**config.mk**
```make
export PLATFORM = sky130hd
export DESIGN_NAME = sinc3_decimator
export DESIGN_NICKNAME = d
export VERILOG_FILES = /design/src/rtl/sinc3_pkg.sv /design/src/rtl/sinc3_integ.sv /design/src/rtl/sinc3_comb.sv /design/src/rtl/sinc3_fmt.sv /design/src/rtl/sinc3_decimator.sv
export SDC_FILE = /design/constraint.sdc
export NUM_CORES = 1
export LEC_CHECK = 0
export BUFFER_PORTS_ARGS = -buffer_cell sky130_fd_sc_hd__clkbuf_2
export CORE_ASPECT_RATIO = 0.6
export CORE_UTILIZATION = 45
export DETAILED_ROUTE_END_ITERATION = 10
export REMOVE_ABC_BUFFERS = 1
export SYNTH_ARGS = -nofsm -noshare
export SYNTH_HDL_FRONTEND = slang
export SYNTH_SLANG_ARGS = --single-unit
export TNS_END_PERCENT = 100
```
**constraint.sdc**
```tcl
create_clock -name clk -period 14.8 [get_ports clk]
set_input_delay 0.74 -clock clk [delete_from_list [all_inputs] [get_ports clk]]
set_output_delay 0.74 -clock clk [all_outputs]
set_load 0.1 [all_outputs]
```
**src/rtl/sinc3_pkg.sv**
```systemverilog
package sinc3_pkg;
    parameter int IN_W         = 4;
    parameter int ORDER        = 3;
    parameter int MIN_LOG_OSR  = 5;
    parameter int MAX_LOG_OSR  = 8;
    parameter int ACC_W        = IN_W + ORDER * MAX_LOG_OSR;
    parameter int OUT_W        = 24;
    parameter int NARROW_W     = 16;
    parameter int SETTLE_WORDS = 2;

    // log2 of the decimation ratio for a select value
    function automatic int log_osr(input logic [1:0] sel);
        return MIN_LOG_OSR + int'(sel);
    endfunction

    // number of zeroed low bits in the wide word for a select value
    function automatic int pad_bits(input logic [1:0] sel);
        case (sel)
            2'd0:    return 7;
            2'd1:    return 4;
            2'd2:    return 1;
            default: return 0;
        endcase
    endfunction

    function automatic logic [OUT_W-1:0] pad_mask(input logic [1:0] sel);
        return OUT_W'((32'd1 << pad_bits(sel)) - 32'd1);
    endfunction
endpackage

```
**src/rtl/sinc3_integ.sv**
```systemverilog
module sinc3_integ #(
    parameter int IN_W  = sinc3_pkg::IN_W,
    parameter int ACC_W = sinc3_pkg::ACC_W,
    parameter int ORDER = sinc3_pkg::ORDER
) (
    input  logic                    clk,
    input  logic                    rst_n,
    input  logic                    clear,
    input  logic                    en,
    input  logic signed [IN_W-1:0]  x,
    output logic [ACC_W-1:0]        sum_next
);
    typedef struct packed {
        logic [ORDER-1:0][ACC_W-1:0] acc;
    } integ_state_t;

    integ_state_t s_d, s_q;
    logic [ACC_W-1:0] feed [ORDER+1];

    assign feed[0] = {{(ACC_W-IN_W){x[IN_W-1]}}, x};

    // each stage adds its own register to the freshly updated stage before it
    for (genvar g = 0; g < ORDER; g++) begin : g_stage
        assign feed[g+1] = s_q.acc[g] + feed[g];
    end

    assign sum_next = feed[ORDER];

    always_comb begin
        s_d = s_q;
        if (en) begin
            for (int k = 0; k < ORDER; k++) begin
                s_d.acc[k] = feed[k+1];
            end
        end
        if (clear) begin
            s_d = '0;
        end
    end

    always_ff @(posedge clk or negedge rst_n) begin
        if (!rst_n) s_q <= '0;
        else        s_q <= s_d;
    end

    assert_integ_clear_R7: assert property (@(posedge clk) disable iff (!rst_n)
        clear |=> (s_q == '0));
endmodule

```
**src/rtl/sinc3_comb.sv**
```systemverilog
module sinc3_comb #(
    parameter int ACC_W = sinc3_pkg::ACC_W,
    parameter int ORDER = sinc3_pkg::ORDER
) (
    input  logic             clk,
    input  logic             rst_n,
    input  logic             clear,
    input  logic             en,
    input  logic [ACC_W-1:0] din,
    output logic [ACC_W-1:0] dout
);
    typedef struct packed {
        logic [ORDER-1:0][ACC_W-1:0] dly;
    } comb_state_t;

    comb_state_t s_d, s_q;
    logic [ACC_W-1:0] diff [ORDER+1];

    assign diff[0] = din;

    for (genvar g = 0; g < ORDER; g++) begin : g_stage
        assign diff[g+1] = diff[g] - s_q.dly[g];
    end

    assign dout = diff[ORDER];

    always_comb begin
        s_d = s_q;
        if (en) begin
            for (int k = 0; k < ORDER; k++) begin
                s_d.dly[k] = diff[k];
            end
        end
        if (clear) begin
            s_d = '0;
        end
    end

    always_ff @(posedge clk or negedge rst_n) begin
        if (!rst_n) s_q <= '0;
        else        s_q <= s_d;
    end

    assert_comb_clear_R7: assert property (@(posedge clk) disable iff (!rst_n)
        clear |=> (s_q == '0));
endmodule

```
**src/rtl/sinc3_fmt.sv**
```systemverilog
module sinc3_fmt #(
    parameter int ACC_W       = sinc3_pkg::ACC_W,
    parameter int OUT_W       = sinc3_pkg::OUT_W,
    parameter int NARROW_W    = sinc3_pkg::NARROW_W,
    parameter int MAX_LOG_OSR = sinc3_pkg::MAX_LOG_OSR,
    parameter int ORDER       = sinc3_pkg::ORDER
) (
    input  logic [ACC_W-1:0] raw,
    input  logic [1:0]       osr_sel,
    input  logic             wide,
    output logic [OUT_W-1:0] word
);
    localparam int DROP       = OUT_W - NARROW_W;
    localparam int ROUND_ONE  = 1 << (DROP - 1);

    int                  shift;
    logic [ACC_W-1:0]    aligned;
    logic [OUT_W-1:0]    top;
    logic [OUT_W-1:0]    masked;
    logic [OUT_W:0]      rsum;
    logic [NARROW_W:0]   q;
    logic [NARROW_W-1:0] narrow;

    always_comb begin
        shift   = ORDER * (MAX_LOG_OSR - sinc3_pkg::log_osr(osr_sel));
        aligned = raw << shift;
        top     = aligned[ACC_W-1 -: OUT_W];
        masked  = top & ~sinc3_pkg::pad_mask(osr_sel);
        rsum    = {masked[OUT_W-1], masked} + (OUT_W+1)'(ROUND_ONE);
        q       = rsum[OUT_W:DROP];
        if (!q[NARROW_W] && q[NARROW_W-1]) begin
            narrow = {1'b0, {(NARROW_W-1){1'b1}}};
        end else begin
            narrow = q[NARROW_W-1:0];
        end
        word = wide ? masked : {{DROP{narrow[NARROW_W-1]}}, narrow};
    end
endmodule

```
**src/rtl/sinc3_decimator.sv**
```systemverilog
module sinc3_decimator #(
    parameter int IN_W         = sinc3_pkg::IN_W,
    parameter int ORDER        = sinc3_pkg::ORDER,
    parameter int MAX_LOG_OSR  = sinc3_pkg::MAX_LOG_OSR,
    parameter int OUT_W        = sinc3_pkg::OUT_W,
    parameter int NARROW_W     = sinc3_pkg::NARROW_W,
    parameter int SETTLE_WORDS = sinc3_pkg::SETTLE_WORDS
) (
    input  logic                    clk,
    input  logic                    rst_n,
    input  logic                    in_valid,
    input  logic signed [IN_W-1:0]  in_sample,
    input  logic [1:0]              osr_sel,
    input  logic                    width24,
    input  logic                    discard_en,
    output logic signed [OUT_W-1:0] out_data,
    output logic                    out_ready
);
    localparam int ACC_W = IN_W + ORDER * MAX_LOG_OSR;
    localparam int CNT_W = MAX_LOG_OSR;
    localparam int SET_W = $clog2(SETTLE_WORDS + 1);

    typedef struct packed {
        logic [CNT_W-1:0] cnt;
        logic [SET_W-1:0] settle;
        logic [1:0]       osr;
        logic             wide;
        logic [OUT_W-1:0] data;
        logic             ready;
    } top_state_t;

    top_state_t s_d, s_q;

    logic             cfg_change;
    logic             accept;
    logic             decim;
    logic             settled;
    logic [CNT_W-1:0] osr_m1;
    logic [ACC_W-1:0] integ_out;
    logic [ACC_W-1:0] comb_out;
    logic [OUT_W-1:0] word;

    assign cfg_change = (osr_sel != s_q.osr) || (width24 != s_q.wide);
    assign accept     = in_valid && !cfg_change;
    assign osr_m1     = CNT_W'((32'd1 << sinc3_pkg::log_osr(s_q.osr)) - 32'd1);
    assign decim      = accept && (s_q.cnt == osr_m1);
    assign settled    = (s_q.settle == SET_W'(SETTLE_WORDS));

    sinc3_integ #(.IN_W(IN_W), .ACC_W(ACC_W), .ORDER(ORDER)) u_integ (
        .clk      (clk),
        .rst_n    (rst_n),
        .clear    (cfg_change),
        .en       (accept),
        .x        (in_sample),
        .sum_next (integ_out)
    );

    sinc3_comb #(.ACC_W(ACC_W), .ORDER(ORDER)) u_comb (
        .clk   (clk),
        .rst_n (rst_n),
        .clear (cfg_change),
        .en    (decim),
        .din   (integ_out),
        .dout  (comb_out)
    );

    sinc3_fmt #(
        .ACC_W(ACC_W), .OUT_W(OUT_W), .NARROW_W(NARROW_W),
        .MAX_LOG_OSR(MAX_LOG_OSR), .ORDER(ORDER)
    ) u_fmt (
        .raw     (comb_out),
        .osr_sel (s_q.osr),
        .wide    (s_q.wide),
        .word    (word)
    );

    always_comb begin
        s_d       = s_q;
        s_d.ready = 1'b0;
        if (cfg_change) begin
            s_d.osr    = osr_sel;
            s_d.wide   = width24;
            s_d.cnt    = '0;
            s_d.settle = '0;
        end else if (accept) begin
            s_d.cnt = decim ? '0 : s_q.cnt + 1'b1;
            if (decim) begin
                if (!settled) s_d.settle = s_q.settle + 1'b1;
                if (settled || !discard_en) begin
                    s_d.data  = word;
                    s_d.ready = 1'b1;
                end
            end
        end
    end

    always_ff @(posedge clk or negedge rst_n) begin
        if (!rst_n) s_q <= '0;
        else        s_q <= s_d;
    end

    assign out_data  = s_q.data;
    assign out_ready = s_q.ready;

    assert_ready_single_R1: assert property (@(posedge clk) disable iff (!rst_n)
        out_ready |=> !out_ready);

    assert_cnt_range_R1: assert property (@(posedge clk) disable iff (!rst_n)
        s_q.cnt <= osr_m1);

    assert_ready_needs_valid_R5: assert property (@(posedge clk) disable iff (!rst_n)
        out_ready |-> $past(in_valid));

    assert_settled_R6: assert property (@(posedge clk) disable iff (!rst_n)
        (out_ready && $past(discard_en)) |-> ($past(s_q.settle) == SET_W'(SETTLE_WORDS)));

    assert_hold_R6: assert property (@(posedge clk) disable iff (!rst_n)
        (out_data != $past(out_data)) |-> out_ready);

    assert_pad_zero_R3: assert property (@(posedge clk) disable iff (!rst_n)
        (out_ready && s_q.wide) |-> ((out_data & sinc3_pkg::pad_mask(s_q.osr)) == '0));

    assert_sign_ext_R4: assert property (@(posedge clk) disable iff (!rst_n)
        (out_ready && !s_q.wide) |->
            (out_data[OUT_W-1:NARROW_W] == {(OUT_W-NARROW_W){out_data[NARROW_W-1]}}));
endmodule

```
# Word-level counts from Yosys, hierarchy flattened

Index checks and enable logic that the tools add are counted.

Add/subtract/negate cells: 13
Multipliers: 1
Shift-type cells: 3
Equal/unequal tests: 7
Muxes and demuxes: 16
Reduce and logical (&&, ||, !) cells: 13
Bitwise gates (word level): 3

Operators with widths:

| cell                                                | number |
|---|---|
| two-way mux 84 bit                                  | 4 |
| adder 28 bit                                        | 3 |
| subtractor 28 bit                                   | 3 |
| multiplier 3 x 32 -> 32 bit (first input constant)  | 1 |
| left shift 28 x 32 -> 28 bit                        | 1 |
| subtractor 5 x 32 -> 32 bit (first input constant)  | 1 |
| adder 24 x 9 -> 25 bit (second input constant)      | 1 |
| AND 24 bit                                          | 1 |
| two-way mux 24 bit                                  | 1 |
| inverter 24 bit                                     | 1 |
| left shift 1 x 3 -> 24 bit (first input constant)   | 1 |
| subtractor 24 x 1 -> 24 bit (second input constant) | 1 |
| two-way mux 10 bit                                  | 2 |
| two-way mux 16 bit                                  | 1 |
| case mux 3 bit (3 select lines)                     | 1 |
| adder 8 x 1 -> 8 bit (second input constant)        | 1 |
| equality test 8 bit                                 | 1 |
| two-way mux 8 bit                                   | 1 |
| left shift 1 x 4 -> 8 bit (first input constant)    | 1 |
| subtractor 8 x 1 -> 8 bit (second input constant)   | 1 |
| adder 3 x 2 -> 4 bit (first input constant)         | 1 |
| equality test 2 bit (second input constant)         | 2 |
| two-way mux 1 bit                                   | 4 |
| two-way mux 2 bit                                   | 2 |
| 13 further kinds                                    | 19 |

Register bits after elaboration: 206
Output and inout port bits: 25

# Longest topological paths before layout

Depth in word-level cells: 13
Mapped depth: 55
Mapped depth without buffers: 53

# Hierarchy

A second synthesis with hierarchy kept.

Cell total of the unflattened synthesis: 2171
Area, all modules: 19486.2 um^2

Modules (own cells, without submodules):

| module          | cells an instance | area each (um^2) | sequential area each (um^2) | times used |
|---|---|---|---|---|
| sinc3_integ     | 849               | 7483.4           | 2102.0                      | 1 |
| sinc3_comb      | 871               | 7477.2           | 2102.0                      | 1 |
| sinc3_fmt       | 286               | 2586.2           | 0.0                         | 1 |
| sinc3_decimator | 165               | 1939.4           | 950.9                       | 1 |

# Worst setup path before layout

Ideal clock, no wire load.

Path type: in2reg
From: input port in_sample[0]
To: register s_q (netlist bit out_data[0])
Slack: 3.562 ns
Buffers on the path: 2
Arrival time: 11.158 ns
Stages: 54
Path through: ha_1 > fa_1 > a21o_1 > a21oi_1 > o21bai_1 > a21oi_1 > nor2b_1 > o21a_1 > o31a_1 > o21ai_0 > nor2b_1 > o21a_1 > nor2_1 > xnor2_1 > ha_1 > and3_1 > a21oi_1 > xnor2_1 > [18 not listed] > ha_1 > clkbuf_1 > nand2_1 > a21oi_1 > a221o_1 > or3_1 > a211oi_1 > nor2_1 > xnor2_1 > a221oi_1 > a221oi_2 > or4b_1 > a21oi_1 > a211o_2 > mux2i_2 > buf_6 > nor4_2 > nor3_2

Cells in the longest elaborated chain, start to end: 13

RTL lines:

| what                                | RTL line              | text |
|---|---|---|
| start, declared                     | sinc3_decimator.sv:12 | `input logic signed [IN_W-1:0] in_sample,` |
| adder 28 bit (*) (3 in series)      | sinc3_integ.sv:24     | `assign feed[g+1] = s_q.acc[g] + feed[g];` |
| subtractor 28 bit (*) (3 in series) | sinc3_comb.sv:22      | `assign diff[g+1] = diff[g] - s_q.dly[g];` |
| left shift 28 x 32 -> 28 bit (*)    | sinc3_fmt.sv:26       | `aligned = raw << shift;` |
| AND 24 bit (*)                      | sinc3_fmt.sv:28       | `masked = top & ~sinc3_pkg::pad_mask(osr_sel);` |
| adder 24 x 9 -> 25 bit              | sinc3_fmt.sv:29       | `rsum = {masked[OUT_W-1], masked} + (OUT_W+1)'(ROUND_ONE);` |
| zero test 1 bit                     | sinc3_fmt.sv:31       | `if (!q[NARROW_W] && q[NARROW_W-1]) begin` |
| logical AND 1 bit                   | sinc3_fmt.sv:31       |  |
| two-way mux 16 bit                  | sinc3_fmt.sv:31       |  |
| two-way mux 24 bit (*)              | sinc3_fmt.sv:36       | `word = wide ? masked : {{DROP{narrow[NARROW_W-1]}}, narrow};` |
| end signal, assigned                | sinc3_decimator.sv:98 | `if (!rst_n) s_q <= '0;` |
| end signal, assigned                | sinc3_decimator.sv:99 | `else s_q <= s_d;` |
| end, declared                       | sinc3_decimator.sv:32 | `top_state_t s_d, s_q;` |

Mark *: on every way between the ends. The rest lies on a longest branch, timed or not.
A chain may end at the register's enable or synchronous reset.

# Worst setup path after layout

From: register u_integ.s_q[0] in the netlist's numbering
To: register s_q (netlist bit out_data[5])

Cells in the longest elaborated chain, start to end: 13

RTL lines:

| what                                | RTL line          | text |
|---|---|---|
| start, declared                     | sinc3_integ.sv:17 | `integ_state_t s_d, s_q;` |
| start signal, assigned              | sinc3_integ.sv:42 | `if (!rst_n) s_q <= '0;` |
| start signal, assigned              | sinc3_integ.sv:43 | `else s_q <= s_d;` |
| adder 28 bit (*) (3 in series)      | sinc3_integ.sv:24 |  |
| subtractor 28 bit (*) (3 in series) | sinc3_comb.sv:22  |  |
| left shift 28 x 32 -> 28 bit (*)    | sinc3_fmt.sv:26   |  |
| AND 24 bit (*)                      | sinc3_fmt.sv:28   |  |
| adder 24 x 9 -> 25 bit              | sinc3_fmt.sv:29   |  |
| zero test 1 bit                     | sinc3_fmt.sv:31   |  |
| logical AND 1 bit                   | sinc3_fmt.sv:31   |  |
| two-way mux 16 bit                  | sinc3_fmt.sv:31   |  |
| two-way mux 24 bit (*)              | sinc3_fmt.sv:36   |  |

Marks and branches as above.

==> impl_metrics.json <==
{
  "fp-row-count": 58,
  "grt_pass1_vias": 15800,
  "max_stage_delay_ns": 0.60,
  "synth-seq-cells": 206,
  "reg2reg_slack_ns": 1.94,
  "grt_pass1_wl_um": 85800,
  "start_kind": "flip-flop",
  "yosys_warnings": 0,
  "drt_pass1_iterations": 6,
  "routedWlPerCell_um": 17.8,
  "dp_cells": 2919,
  "synth.area.top_cells": "dfrtp_1 26%, ha_1 13%, xnor2_1 5.1%",
  "worst_pin_slew_ns": 1.08,
  "ant_nets": 0,
  "synthFlopType": "dfrtp_1",
  "period_share_pct": 86.9,
  "fin_util_pct": 49.6,
  "p_leak_uw": 0.00954,
  "setup_tns_ns": 0,
  "ctsHoldBuffers": 0,
  "final_area_um2": 21000,
  "status": "complete, no violations",
  "layout.nets": 2595,
  "clock_sinks": 206,
  "synth_cell_types": 93,
  "grt_setup_unrepaired": "no",
  "drv_cap": 0,
  "place_congestion": 0.975,
  "cts_tree": "built",
  "worst-path-max-fanout": 12,
  "finalPower_uw": 4450,
  "die_w_um": 271,
  "yosysTopAreaCell": "dfrtp_1",
  "core_um2": 42400,
  "dpl.hpwl_um": 39200,
  "post_cts_buffers": 0,
  "end_kind": "flip-flop",
  "die_area_um2": 44400,
  "crit_top_cell": "ha_1",
  "grt_usage_pct": 23.6,
  "syn_inst": 2403,
  "finClkSkew_ns": 0.0161,
  "n_fill_cell": 4099,
  "cp.arrival_ns": 13.32,
  "r2r_end": "out_data[5]$_DFFE_PN0P_",
  "io_pins": 36,
  "cts.path.max_buffers": 3,
  "overflow": 0,
  "synth_edf_count": 0,
  "drc": 0,
  "worstSetupPathType": "reg -> reg",
  "clk_latency_ns": 0.56,
  "clock.fmax_mhz": 77.8,
  "timing.final.max_slew_violations": 0,
  "drt-total-wl_um": 52800,
  "port_buffers": 35,
  "start_util_pct": 46.2,
  "die_y_um": 164,
  "clk_pin_slew_ns": 0.06,
  "peakVddDrop_mv": 0.147,
  "worst_r2r_startpoint": "u_integ.s_q[0]$_DFFE_PN0P_",
  "vias": 17300,
  "worstPathRequired_ns": 15.27,
  "via_per_inst": 5.83,
  "cts-htree-levels": 1,
  "placed_area_um2": 20100,
  "hold_viol_final": 0,
  "p_per_area_nw_per_um2": 212,
  "synth_seq_area_share_pct": 26.3,
  "yosysTopAreaCellShare_pct": 26.3,
  "cts-root-buf": "clkbuf_16",
  "async_flop_share_pct": 100,
  "cts_resized": 0,
  "avgSynthCellArea_um2": 8.15,
  "cpMaxStageDelayCell": "mux2i_2",
  "finalSetupViolCount": 0,
  "area_delta_synth_final_pct": 7.31,
  "grt_max_degree": 105,
  "dr.first_iter.drc_count": 1577,
  "hold_class": "in -> async",
  "cts-buffers-inserted": 26,
  "synth_area_um2": 19600,
  "antenna_found_initial": 0,
  "relSlewSlack_pct": 28.2,
  "stdcell_count": 2968,
  "worst_r2r_path_depth": 52,
  "period_needed_ns": 12.86,
  "drive_above_1_share_pct": 5.84
}
flip-flops by register name, indices dropped and copies added (netlist names):
register,cells
u_comb.s_q,84
u_integ.s_q,84
out_data,24
s_q,13
out_ready,1
metrics by stage:
stage               worst slack, ns  hold slack, ns
finish                         1.94           0.260
global route                  0.899           0.309
CTS                            2.03           0.284
detailed placement             1.65           0.482
global placement               1.94           0.477
floorplan                      3.45           0.444
layout make-up:
cell class,count,area [µm²],area share (%)
timing repair buffer,51,308,1.46
inverter,143,537,2.55
tap,570,713,3.39
clock inverter,8,75.1,0.357
antenna,1,2.50,0.0119
clock buffer,40,815,3.88
multi-input combinational,1949,13400,63.8
sequential,206,5150,24.5
critical path: cells and delay by family (launching register included):
family	cells	cell delay, ns
XOR/XNOR	6	1.11
multiplexers	2	0.82
AND/OR/NAND/NOR	17	3.02
flip-flops	1	0.38
AO/OA/AOI/OAI	20	5.01
adder cells (fa/ha/maj)	7	2.41
worst max path at each step:
stage / start / endpoint / cells after the start
after detailed placement: in_sample[0] / out_data[5]$_DFFE_PN0P_ / 53
after global placement: in_sample[0] / out_data[6]$_DFFE_PN0P_ / 53
after floorplan: in_sample[0] / out_data[3]$_DFFE_PN0P_ / 52
after CTS: u_integ.s_q[0]$_DFFE_PN0P_ / out_data[5]$_DFFE_PN0P_ / 52
final: u_integ.s_q[0]$_DFFE_PN0P_ / out_data[5]$_DFFE_PN0P_ / 52
after global routing: u_integ.s_q[0]$_DFFE_PN0P_ / out_data[5]$_DFFE_PN0P_ / 52
power by group:
group	switching (µW)	internal, µW
sequential	7.11	573
clock	273	396
combinational	1980	1220
total	2260	2190
metal layers:
metal  global-route usage [%]  vias up  wire (µm)
met5                        0        -          0
met4                     3.32        0        633
met3                     6.34       44       4480
met2                     29.5      455      18800
met1                     39.1     8233      28900
li1                         -     8569          -
cell families (layout without fill, tap and decap cells):
logic type,count (synthesis),after routing,synth area share (%)
xor gates and xnor gates,155,155,7.08
adders and majority gates,207,207,13.5
and+or+nand+nor,769,769,18.2
AOI/OAI and AO/OA,683,683,23.2
buffers and inverters,273,242,5.77
DFF,206,206,26.3
muxes,108,108,5.92
other,2,28,0.0384
synthesized netlist by cell type (31+ instances only):
master and number:
nand2_1 226, a31oi_1 31, clkbuf_1 83, nor2_1 252, o31ai_1 81, xor2_1 38, mux2i_1 93, nor3_1 61
inv_1 142, xnor2_1 115, ha_1 201, a21o_1 64, dfrtp_1 206, a21oi_1 155, nand3_1 44, o21ai_0 126
cell usage in the layout (no fill, tap or decap), types with 9 or more instances in the layout:
cell type | netlist | layout
o211ai_1 | 20 | 20
or3_1 | 20 | 20
a21o_1 | 64 | 64
o22ai_1 | 18 | 18
a21oi_1 | 155 | 155
clkbuf_2 | 1 | 33
nand4_1 | 20 | 20
mux2i_1 | 93 | 93
o21bai_1 | 13 | 13
a21boi_0 | 13 | 13
a31oi_1 | 31 | 31
nor4_1 | 14 | 14
and3_1 | 27 | 26
clkbuf_16 | 0 | 27
xor2_1 | 38 | 38
xnor2_1 | 115 | 115
nand2_1 | 226 | 226
o21a_1 | 29 | 29
inv_1 | 142 | 142
conb_1 | 2 | 27
buf_4 | 24 | 17
nor2b_1 | 28 | 28
a211oi_1 | 29 | 29
nor3_1 | 61 | 61
o31a_1 | 9 | 9
ha_1 | 201 | 201
nand2b_1 | 19 | 19
o31ai_1 | 81 | 81
nand3_1 | 44 | 43
and2_1 | 17 | 17
o21ai_0 | 126 | 126
dfrtp_1 | 206 | 206
nor2_1 | 252 | 252
clkbuf_8 | 0 | 9
Power figures use the tool's default switching activity.
